[src/rtl/wdt_pkg.sv]
package wdt_pkg;

    localparam int DATA_W = 8;

    // control/status bit positions (read layout is decoded by software)
    localparam int CSR_EN_WI   = 7;
    localparam int CSR_EN      = 6;
    localparam int CSR_FLAG_WI = 1;
    localparam int CSR_FLAG    = 0;

    localparam logic ADDR_CSR = 1'b0;
    localparam logic ADDR_CNT = 1'b1;

    typedef enum logic {
        ST_COUNT = 1'b0,
        ST_FIRE  = 1'b1
    } wdt_state_e;

endpackage

[src/rtl/wdt_prescaler.sv]
module wdt_prescaler #(
    parameter int PRE_W = 13
) (
    input  logic clk_i,
    input  logic rst_ni,
    input  logic clr_i,
    output logic tick_o
);

    logic [PRE_W-1:0] pre_q;

    always_ff @(posedge clk_i or negedge rst_ni) begin
        if (!rst_ni) begin
            pre_q <= '0;
        end else if (clr_i) begin
            pre_q <= '0;
        end else begin
            pre_q <= pre_q + 1'b1;
        end
    end

    assign tick_o = &pre_q;

    // a tick is followed by a restart of the division period
    p_tick_restart_r2: assert property (@(posedge clk_i) disable iff (!rst_ni)
        tick_o |=> (pre_q == '0));

endmodule

[src/rtl/wdt_counter.sv]
module wdt_counter #(
    parameter int CNT_W = 8
) (
    input  logic             clk_i,
    input  logic             rst_ni,
    input  logic             tick_i,
    input  logic             load_i,
    input  logic [CNT_W-1:0] load_val_i,
    output logic [CNT_W-1:0] cnt_o,
    output logic             ovf_o
);

    logic [CNT_W-1:0] cnt_q;
    logic [CNT_W-1:0] cnt_d;

    // CPU load has priority over the tick
    assign ovf_o = tick_i && !load_i && (&cnt_q);

    always_comb begin
        cnt_d = cnt_q;
        if (load_i) begin
            cnt_d = load_val_i;
        end else if (ovf_o) begin
            cnt_d = '0;
        end else if (tick_i) begin
            cnt_d = cnt_q + 1'b1;
        end
    end

    always_ff @(posedge clk_i or negedge rst_ni) begin
        if (!rst_ni) begin
            cnt_q <= '0;
        end else begin
            cnt_q <= cnt_d;
        end
    end

    assign cnt_o = cnt_q;

    p_load_wins_r4: assert property (@(posedge clk_i) disable iff (!rst_ni)
        load_i |=> (cnt_q == $past(load_val_i)));

    p_hold_no_tick_r2: assert property (@(posedge clk_i) disable iff (!rst_ni)
        (!load_i && !tick_i) |=> $stable(cnt_q));

    p_wrap_zero_r3: assert property (@(posedge clk_i) disable iff (!rst_ni)
        ovf_o |=> (cnt_q == '0));

endmodule

[src/rtl/wdt_csr.sv]
module wdt_csr
    import wdt_pkg::*;
(
    input  logic              clk_i,
    input  logic              rst_ni,
    input  logic              wr_i,
    input  logic              wr_en_wi_i,
    input  logic              wr_en_i,
    input  logic              wr_flag_wi_i,
    input  logic              wr_flag_i,
    input  logic              ovf_i,
    output logic              flag_o,
    output logic [DATA_W-1:0] csr_o
);

    logic en_q;
    logic flag_q;
    logic en_d;
    logic flag_d;
    logic clr_req;

    // unlocked clear uses the enable held before this write
    assign clr_req = wr_i && en_q && !wr_flag_wi_i && !wr_flag_i;

    always_comb begin
        flag_d = flag_q;
        if (ovf_i) begin
            flag_d = 1'b1;
        end else if (clr_req) begin
            flag_d = 1'b0;
        end
    end

    always_comb begin
        en_d = en_q;
        if (wr_i && !wr_en_wi_i) begin
            en_d = wr_en_i;
        end
    end

    // only the pin reset reaches these bits
    always_ff @(posedge clk_i or negedge rst_ni) begin
        if (!rst_ni) begin
            en_q   <= 1'b0;
            flag_q <= 1'b0;
        end else begin
            en_q   <= en_d;
            flag_q <= flag_d;
        end
    end

    always_comb begin
        csr_o              = '0;
        csr_o[CSR_EN_WI]   = 1'b1;
        csr_o[CSR_EN]      = en_q;
        csr_o[CSR_FLAG_WI] = 1'b1;
        csr_o[CSR_FLAG]    = flag_q;
    end

    assign flag_o = flag_q;

    p_no_sw_set_r8: assert property (@(posedge clk_i) disable iff (!rst_ni)
        (!flag_q && !ovf_i) |=> !flag_q);

    p_locked_flag_r7: assert property (@(posedge clk_i) disable iff (!rst_ni)
        (!en_q && !ovf_i) |=> $stable(flag_q));

    p_ovf_sets_r9: assert property (@(posedge clk_i) disable iff (!rst_ni)
        ovf_i |=> flag_q);

    p_en_guarded_r6: assert property (@(posedge clk_i) disable iff (!rst_ni)
        !(wr_i && !wr_en_wi_i) |=> $stable(en_q));

endmodule

[src/rtl/wdt_guarded.sv]
module wdt_guarded
    import wdt_pkg::*;
#(
    parameter int PRE_W = 13,
    parameter int CNT_W = 8
) (
    input  logic              clk_i,
    input  logic              rst_pin_ni,
    input  logic              addr_i,
    input  logic              wr_i,
    input  logic [DATA_W-1:0] wdata_i,
    output logic [DATA_W-1:0] rdata_o,
    output logic              wdt_rst_o
);

    wdt_state_e        state_q;
    wdt_state_e        state_d;
    logic              tick;
    logic              ovf;
    logic              cnt_load;
    logic              csr_wr;
    logic              flag;
    logic [CNT_W-1:0]  cnt;
    logic [DATA_W-1:0] csr_rd;

    assign cnt_load = wr_i && (addr_i == ADDR_CNT);
    assign csr_wr   = wr_i && (addr_i == ADDR_CSR);

    wdt_prescaler #(.PRE_W(PRE_W)) u_pre (
        .clk_i  (clk_i),
        .rst_ni (rst_pin_ni),
        .clr_i  (ovf),
        .tick_o (tick)
    );

    wdt_counter #(.CNT_W(CNT_W)) u_cnt (
        .clk_i      (clk_i),
        .rst_ni     (rst_pin_ni),
        .tick_i     (tick),
        .load_i     (cnt_load),
        .load_val_i (wdata_i[CNT_W-1:0]),
        .cnt_o      (cnt),
        .ovf_o      (ovf)
    );

    wdt_csr u_csr (
        .clk_i        (clk_i),
        .rst_ni       (rst_pin_ni),
        .wr_i         (csr_wr),
        .wr_en_wi_i   (wdata_i[CSR_EN_WI]),
        .wr_en_i      (wdata_i[CSR_EN]),
        .wr_flag_wi_i (wdata_i[CSR_FLAG_WI]),
        .wr_flag_i    (wdata_i[CSR_FLAG]),
        .ovf_i        (ovf),
        .flag_o       (flag),
        .csr_o        (csr_rd)
    );

    // state register
    always_ff @(posedge clk_i or negedge rst_pin_ni) begin
        if (!rst_pin_ni) begin
            state_q <= ST_COUNT;
        end else begin
            state_q <= state_d;
        end
    end

    // next state and outputs
    always_comb begin
        state_d   = state_q;
        wdt_rst_o = 1'b0;
        unique case (state_q)
            ST_COUNT: begin
                if (ovf) begin
                    state_d = ST_FIRE;
                end
            end
            ST_FIRE: begin
                wdt_rst_o = 1'b1;
                state_d   = ST_COUNT;
            end
            default: state_d = ST_COUNT;
        endcase
    end

    assign rdata_o = (addr_i == ADDR_CNT) ? DATA_W'(cnt) : csr_rd;

    p_pulse_single_r3: assert property (@(posedge clk_i) disable iff (!rst_pin_ni)
        wdt_rst_o |=> !wdt_rst_o);

    p_pulse_flag_r3: assert property (@(posedge clk_i) disable iff (!rst_pin_ni)
        wdt_rst_o |-> flag);

    p_pulse_cnt_r9: assert property (@(posedge clk_i) disable iff (!rst_pin_ni)
        (wdt_rst_o && !$past(cnt_load)) |-> (cnt == '0));

endmodule

[config.mk]
export PLATFORM = sky130hd
export DESIGN_NAME = wdt_guarded
export DESIGN_NICKNAME = d
export VERILOG_FILES = /design/src/rtl/wdt_pkg.sv /design/src/rtl/wdt_prescaler.sv /design/src/rtl/wdt_counter.sv /design/src/rtl/wdt_csr.sv /design/src/rtl/wdt_guarded.sv
export SDC_FILE = /design/constraint.sdc
export NUM_CORES = 1
export LEC_CHECK = 0
export ABC_AREA = 1
export BUFFER_PORTS_ARGS = -buffer_cell sky130_fd_sc_hd__buf_2
export CAP_MARGIN = 20
export CORE_ASPECT_RATIO = 1.25
export CORE_MARGIN = 2
export CORE_UTILIZATION = 60
export CTS_CLUSTER_SIZE = 14
export DETAILED_ROUTE_END_ITERATION = 6
export PLACE_DENSITY = 0.79
export RECOVER_POWER = 25
export SETUP_SLACK_MARGIN = 0.02
export SYNTH_ARGS = -nofsm -noshare
export SYNTH_HDL_FRONTEND = slang
export SYNTH_HIERARCHICAL = 1
export SYNTH_SLANG_ARGS = --single-unit
[constraint.sdc]
create_clock -name clk_i -period 5.9 [get_ports clk_i]
set_input_delay 0.295 -clock clk_i [delete_from_list [all_inputs] [get_ports clk_i]]
set_output_delay 0.295 -clock clk_i [all_outputs]
set_load 0.05 [all_outputs]
## Word-level counts from Yosys, hierarchy flattened

Cells that the tools add are included.

- Bits in writable memories: 0
- Memories kept: 0
- Bits in latches: 0
- Input bits: 12
- ROM bits: 0
- Output and inout port bits: 9
- Word-level logic and storage cells: 35
- Register bits: 24

- Magnitude comparators: 0
- Bitwise operators: 2
- Div/mod/pow operators: 0
- Add/subtract/negate cells: 2
- Shift-type cells: 0
- Eq/ne operators: 0
- Multipliers: 0
- Reductions and logical operators: 16
- Multiplexer cells: 10

Operators with widths:

| cell | number |
|---|---|
| $mux W8 | 4 |
| $add A13 B1 Y13 const B | 1 |
| $mux W13 | 1 |
| $reduce_and A13 Y1 | 1 |
| $add A8 B1 Y8 const B | 1 |
| $logic_and A1 B1 Y1 | 8 |
| $reduce_and A8 Y1 | 1 |
| $logic_not A1 Y1 | 4 |
| $mux W1 | 4 |
| $reduce_bool A3 Y1 | 1 |
| $not A1 Y1 | 2 |
| $pmux W1 S2 | 1 |
| $reduce_bool A2 Y1 | 1 |

## Depth between registers and ports, before layout

- Depth after elaboration: 7
- Depth in mapped cells: 15
- Depth with buffers taken out: 14

## By module

The synthesis kept the hierarchy.

Modules (own cells, without submodules):

| module | instances | cells an instance | area each (µm²) | sequential area each (µm²) |
|---|---|---|---|---|
| wdt_prescaler | 1 | 94 | 696.9 | 325.3 |
| wdt_counter | 1 | 70 | 516.7 | 200.2 |
| wdt_csr | 1 | 24 | 166.4 | 50.0 |
| wdt_guarded | 1 | 33 | 148.9 | 25.0 |

## Worst setup path after synthesis

Ideal clock, no wire load.

- Path kind: reg2reg
- Start: register u_pre.pre_q[0]
- End: register u_pre.pre_q[6]
- Cell stages (with the launch flop): 16
- Setup slack: 3.748 ns
- Data arrival time: 2.032 ns
- Library setup time: 0.120 ns
- Path through: dfrtp_1 > ha_1 > nand2_2 > nor2_4 > nand4_1 > inv_1 > inv_2 > nor2_4 > inv_2 > nor3_1 > inv_1 > buf_4 > nand2_1 > nand3_1 > o21ai_0 > inv_1

- Cells in the longest elaborated chain, start to end: 4
- Elaborated cells between the ends (all ways): 5
- Classes of those cells: add/sub (1); mux (1); reduce/logical (3)

RTL lines:

| what | RTL line | source |
|---|---|---|
| start: declaration | wdt_prescaler.sv:10 | `logic [PRE_W-1:0] pre_q;` |
| start signal: assignment | wdt_prescaler.sv:18 | `pre_q <= pre_q + 1'b1;` |
| $reduce_and A13 Y1 | wdt_prescaler.sv:22 | `assign tick_o = &pre_q;` |
| net tick | wdt_guarded.sv:18 | `logic tick;` |
| $logic_and A1 B1 Y1 (2 in series) | wdt_counter.sv:17 | `assign ovf_o = tick_i && !load_i && (&cnt_q);` |
| net ovf | wdt_guarded.sv:19 | `logic ovf;` |
| $mux W13 | wdt_prescaler.sv:15 | `end else if (clr_i) begin` |

The timed path passes the listed nets, and every way through them passes these cells.
A chain may end at the register's enable or synchronous reset.

## Worst setup path after layout

Same ends and word-level chain as after synthesis.

==> tab_implementation.tex <==
\begin{tabular}{lr}
\hline
Metric & Value \\
\hline
\multicolumn{2}{l}{\textbf{Run}} \\
Max Cap Violations & 0 \\
\multicolumn{2}{l}{\textbf{CTS}} \\
\# resized after CTS & 0 \\
Clock tree from TritonCTS & built \\
Number of buffers inserted during clock tree synthesis & 3 \\
Maximum buffer depth of the clock tree & 2 \\
Root Buffer Master & clkbuf\_4 \\
TritonCTS sink count & 24 \\
Clock transition at the registers of the reported paths & 130 ps \\
Count of H-tree levels built during CTS & 1 \\
Clock insertion delay at the later pin of the skew report & 300 ps \\
Post CTS Setup Buffer Count & 0 \\
\multicolumn{2}{l}{\textbf{Power}} \\
Total power & 0.4881 mW \\
Worst-case vdd ir drop & 0.2559 mV \\
Leakage component of the power & 0.8888 nW \\
Power per Cell Area & 296.9 mW/mm\^{}2 \\
\multicolumn{2}{l}{\textbf{Logic synthesis}} \\
Dominant combinational cell family by area after synthesis & simple AND/OR/NAND/NOR gates \\
Post-synthesis xor/xnor area fraction & 0.005728 \\
Fraction of synthesis flops using an asynchronous set or reset pin & 1.000 \\
Flops \& latches, synth & 24 \\
Arithmetic-cell share of the synthesized area counting full adders, half adders and majority gates & 0.01637 \\
Largest cells by area after synthesis & dfrtp\_1 39\%, nand2\_1 20\%, nor2\_1 6.6\% \\
Synth cell types & 24 \\
Share of cell area taken by muxes after synthesis & 0 \\
Number of synthesized flops with an enable pin & 0 \\
Cell type with the highest aggregate area in the netlist & dfrtp\_1 \\
Seq/Total Area, Yosys & 0.3928 \\
Compound-Gate Fraction of Synth Area & 0.07119 \\
Area share of and/or/nand/nor cells after synthesis & 0.3863 \\
Top-area cell type share of the netlist area & 0.3928 \\
Most numerous cell types in the synthesized netlist & 81 x nand2\_1, 27 x nor2\_1, 24 x dfrtp\_1, 24 x inv\_1, 14 x nand3\_1 \\
Gate count of the mapped netlist & 221 \\
Synth warn & 6 \\
Predominant post-synthesis flop cell & dfrtp\_1 \\
Synthesized area per cell & 6.918 sq um \\
Netlist area before placement & 0.001529 sq mm \\
Most used standard cell by instance count after synthesis & nand2\_1 \\
\multicolumn{2}{l}{\textbf{Drt}} \\
First-iteration detailed-routing DRC count & 42 \\
Vias/cell & 4.776 \\
Vias after detailed routing & 1,299 \\
Number of iterations in the first detailed-routing pass & 4 \\
Amount of wire on met2 after detailed routing & 1482 um \\
Sum of met3 wire segment lengths after detailed routing & 98 um \\
WL/cell & 10.56 um \\
Routed wire length & 2872 um \\
Remaining DRCs & 0 \\
Remaining antenna violation count after routing & 0 \\
Highest metal layer used by the detailed router & met4 \\
Routed length on met1 & 1271 um \\
\multicolumn{2}{l}{\textbf{Cells and area}} \\
Area grow syn2layout & 7.529\% \\
Layout filler cell count & 235 \\
Final Net Count & 254 \\
Antenna diodes & 0 \\
Ratio of cells with drive above 1 in the final layout & 0.1632 \\
\multicolumn{2}{l}{\textbf{Placed design}} \\
Placed wire-length estimate & 2182 um \\
Global placement routability congestion & 0.9164 \\
Buffers on Ports & 20 \\
\multicolumn{2}{l}{\textbf{Die}} \\
Width of the die & 49.15 um \\
Placement row count & 20 \\
Area enclosed by the die boundary & 0.002971 sq mm \\
IO Pins & 21 \\
Starting Density & 0.6299 \\
Die extent in y & 60.44 um \\
CORE AREA & 0.002427 sq mm \\
\multicolumn{2}{l}{\textbf{Worst setup path}} \\
Data arrival time of the worst path & 2760 ps \\
Number of buffers and inverters on the critical path & 5 \\
Maximum net fanout on the critical path & 11 \\
Cell-by-cell trace of the critical path & ha\_1 > nand2\_2 > nor2\_4 > nand4\_1 > inv\_1 > inv\_2 > nor2\_4 > inv\_2 > nor3\_1 > inv\_1 > nand2\_1 > nand3\_1 > o21ai\_0 > inv\_1 \\
Worst stage delay on the critical path & 440 ps \\
Critical-path cell with the highest stage delay & nor3\_1 \\
Cell family with most CP delay & simple AND/OR/NAND/NOR gates \\
Type of element capturing the critical path & flip-flop \\
Category of the most critical setup path & flip-flop to flip-flop \\
Kind of start point of the critical path & flip-flop \\
Required @ worst endpoint & 6110 ps \\
Cell repeated most along the worst path & inv\_1 \\
\multicolumn{2}{l}{\textbf{Timing}} \\
Number of hold violations in the final report & 0 \\
Shortest clock period the worst path allows after layout & 2544 ps \\
Final Skew & 2.746 ps \\
Accumulated negative setup slack & 0 ps \\
Max Transition Viols Final & 0 \\
RSZ-0062 raised after global routing & no \\
Slew HR & 0.1265 \\
Share of the clock period used by the worst path after layout & 0.4312 \\
Highest clock frequency the design can meet & 0.3931 GHz \\
Slew of the pin with the lowest slew margin & 1310 ps \\
Final number of setup-violating endpoints & 0 \\
\multicolumn{2}{l}{\textbf{Global route}} \\
First-pass GRT wire length & 4864 um \\
Total global routing overflow & 0 \\
Pin count of the biggest net entering global routing & 25 \\
Total global-route track usage & 0.2120 \\
Number of global-route vias before repair & 1,174 \\
Antenna violations before repair & 0 \\
\multicolumn{2}{l}{\textbf{Outcome}} \\
Status & complete, no violations \\
\multicolumn{2}{l}{\textbf{Hold path}} \\
Classification of the worst-slack hold path & input pin to flip-flop \\
\hline
\end{tabular}
final timing paths:
check / start / endpoint / slack [ps] / cells past startpoint
setup / recovery: u_pre/pre_q[0] / u_pre/pre_q[6] / 3360 / 14
hold / removal: wdata_i[3] / u_cnt/cnt_o[3] / 200 / 3
setup reg to reg: u_pre/pre_q[0] / u_pre/pre_q[6] / 3360 / 14
hold reg to reg: state_q / state_q / 450 / 1
max in group asynchronous: rst_pin_ni / u_cnt/cnt_o[6] / 4350 / 2
min in group asynchronous: rst_pin_ni / u_pre/pre_q[1] / 790 / 2
layout make-up:
type / instances / area [sq um] / area share
multi-input cells: 163 / 755.7 / 0.4597
clock buffers: 4 / 36.28 / 0.02207
repair buffers: 21 / 108.9 / 0.06621
inverters: 27 / 101.3 / 0.06164
flip-flops and latches: 24 / 600.6 / 0.3653
well taps: 33 / 41.29 / 0.02511
per-stage QoR:
| step | instance area, sq um | hold WS (ps) | instances | setup slack [ps] | utilization |
|---|---|---|---|---|---|
| 6_report | 1644 | 196.3 | 272 | 3356 | 0.6773 |
| 5_1_grt | 1644 | 201.4 | 272 | 3076 | 0.6773 |
| 4_1_cts | 1645 | 181.1 | 272 | 3356 | 0.6778 |
| 3_5_place_dp | 1599 | 310.8 | 267 | 3383 | 0.6588 |
| 3_3_place_gp | 1599 | 311.2 | 267 | 3477 | 0.6588 |
| 2_1_floorplan | 1544 | -0.5911 | 225 | 3748 | - |
placed cells by master (no fill, tap or decap):
cell type      synthesis  layout
inv_1                 24      24
ha_1                   2       2
nor2_1                27      27
buf_2                  0      19
xor2_1                 1       1
a21oi_1                4       4
nand3_2                1       1
nand2_1               81      81
a22oi_1                4       4
nand4_1                2       2
inv_2                  3       3
nand2_2                2       2
conb_1                 2       6
o21bai_1               1       1
clkbuf_4               0       3
nor3_1                 1       1
nor2_4                 3       3
dlygate4sd3_1          0       1
o21ai_1                3       3
nor2_2                 5       5
a21oi_4                1       1
nor3_2                 1       1
clkbuf_8               0       1
o21ai_0                4       4
nand3_1               14      14
clkbuf_1               0       1
dfrtp_1               24      24
cells by family (layout without fill, tap and decap cells):
| group | count (synthesis) | after routing |
|---|---|---|
| flip-flops | 24 | 24 |
| adder cells (fa/ha/maj) | 2 | 2 |
| AO/OA/AOI/OAI | 17 | 17 |
| buffers and inverters | 38 | 52 |
| other | 2 | 6 |
| XOR/XNOR | 1 | 1 |
| AND/OR/NAND/NOR | 137 | 137 |
report_power, final:
part	internal [mW]	total, mW	leakage, nW	switching [mW]
Combinational	0.0529	0.166	0.568	0.114
Clock	0.0376	0.0847	0.0210	0.0470
Sequential	0.200	0.237	0.300	0.0372
Total	0.290	0.488	0.889	0.198
what timing repair did:
action | 4_1_cts | 5_1_grt
endpoints found under the setup margin | 0 | 0
hold endpoints to repair | 24 | 0
hold buffers | 1 | 0
worst register-to-register path: cells and delay by family, from the launching register on:
| kind | cells | cell delay (ps) |
|---|---|---|
| adder cells (fa/ha/maj) | 1 | 220 |
| buffers and inverters | 5 | 580 |
| flip-flops | 1 | 430 |
| AO/OA/AOI/OAI | 1 | 70 |
| AND/OR/NAND/NOR | 7 | 1140 |
routing by layer:
| layer | up-vias | GRT usage |
|---|---|---|
| met5 | - | 0 |
| met4 | 0 | 0.07347 |
| met3 | 2 | 0.02463 |
| met2 | 23 | 0.4073 |
| met1 | 568 | 0.2464 |
| li1 | 706 | - |
flip-flops by register name, summed over array words and instances, names as in the netlist:
signal	count
u_pre/pre_q	13
u_csr/flag_o	1
state_q	1
u_csr/en_q	1
u_cnt/cnt_o	8
Power figures use the tool's default switching activity.
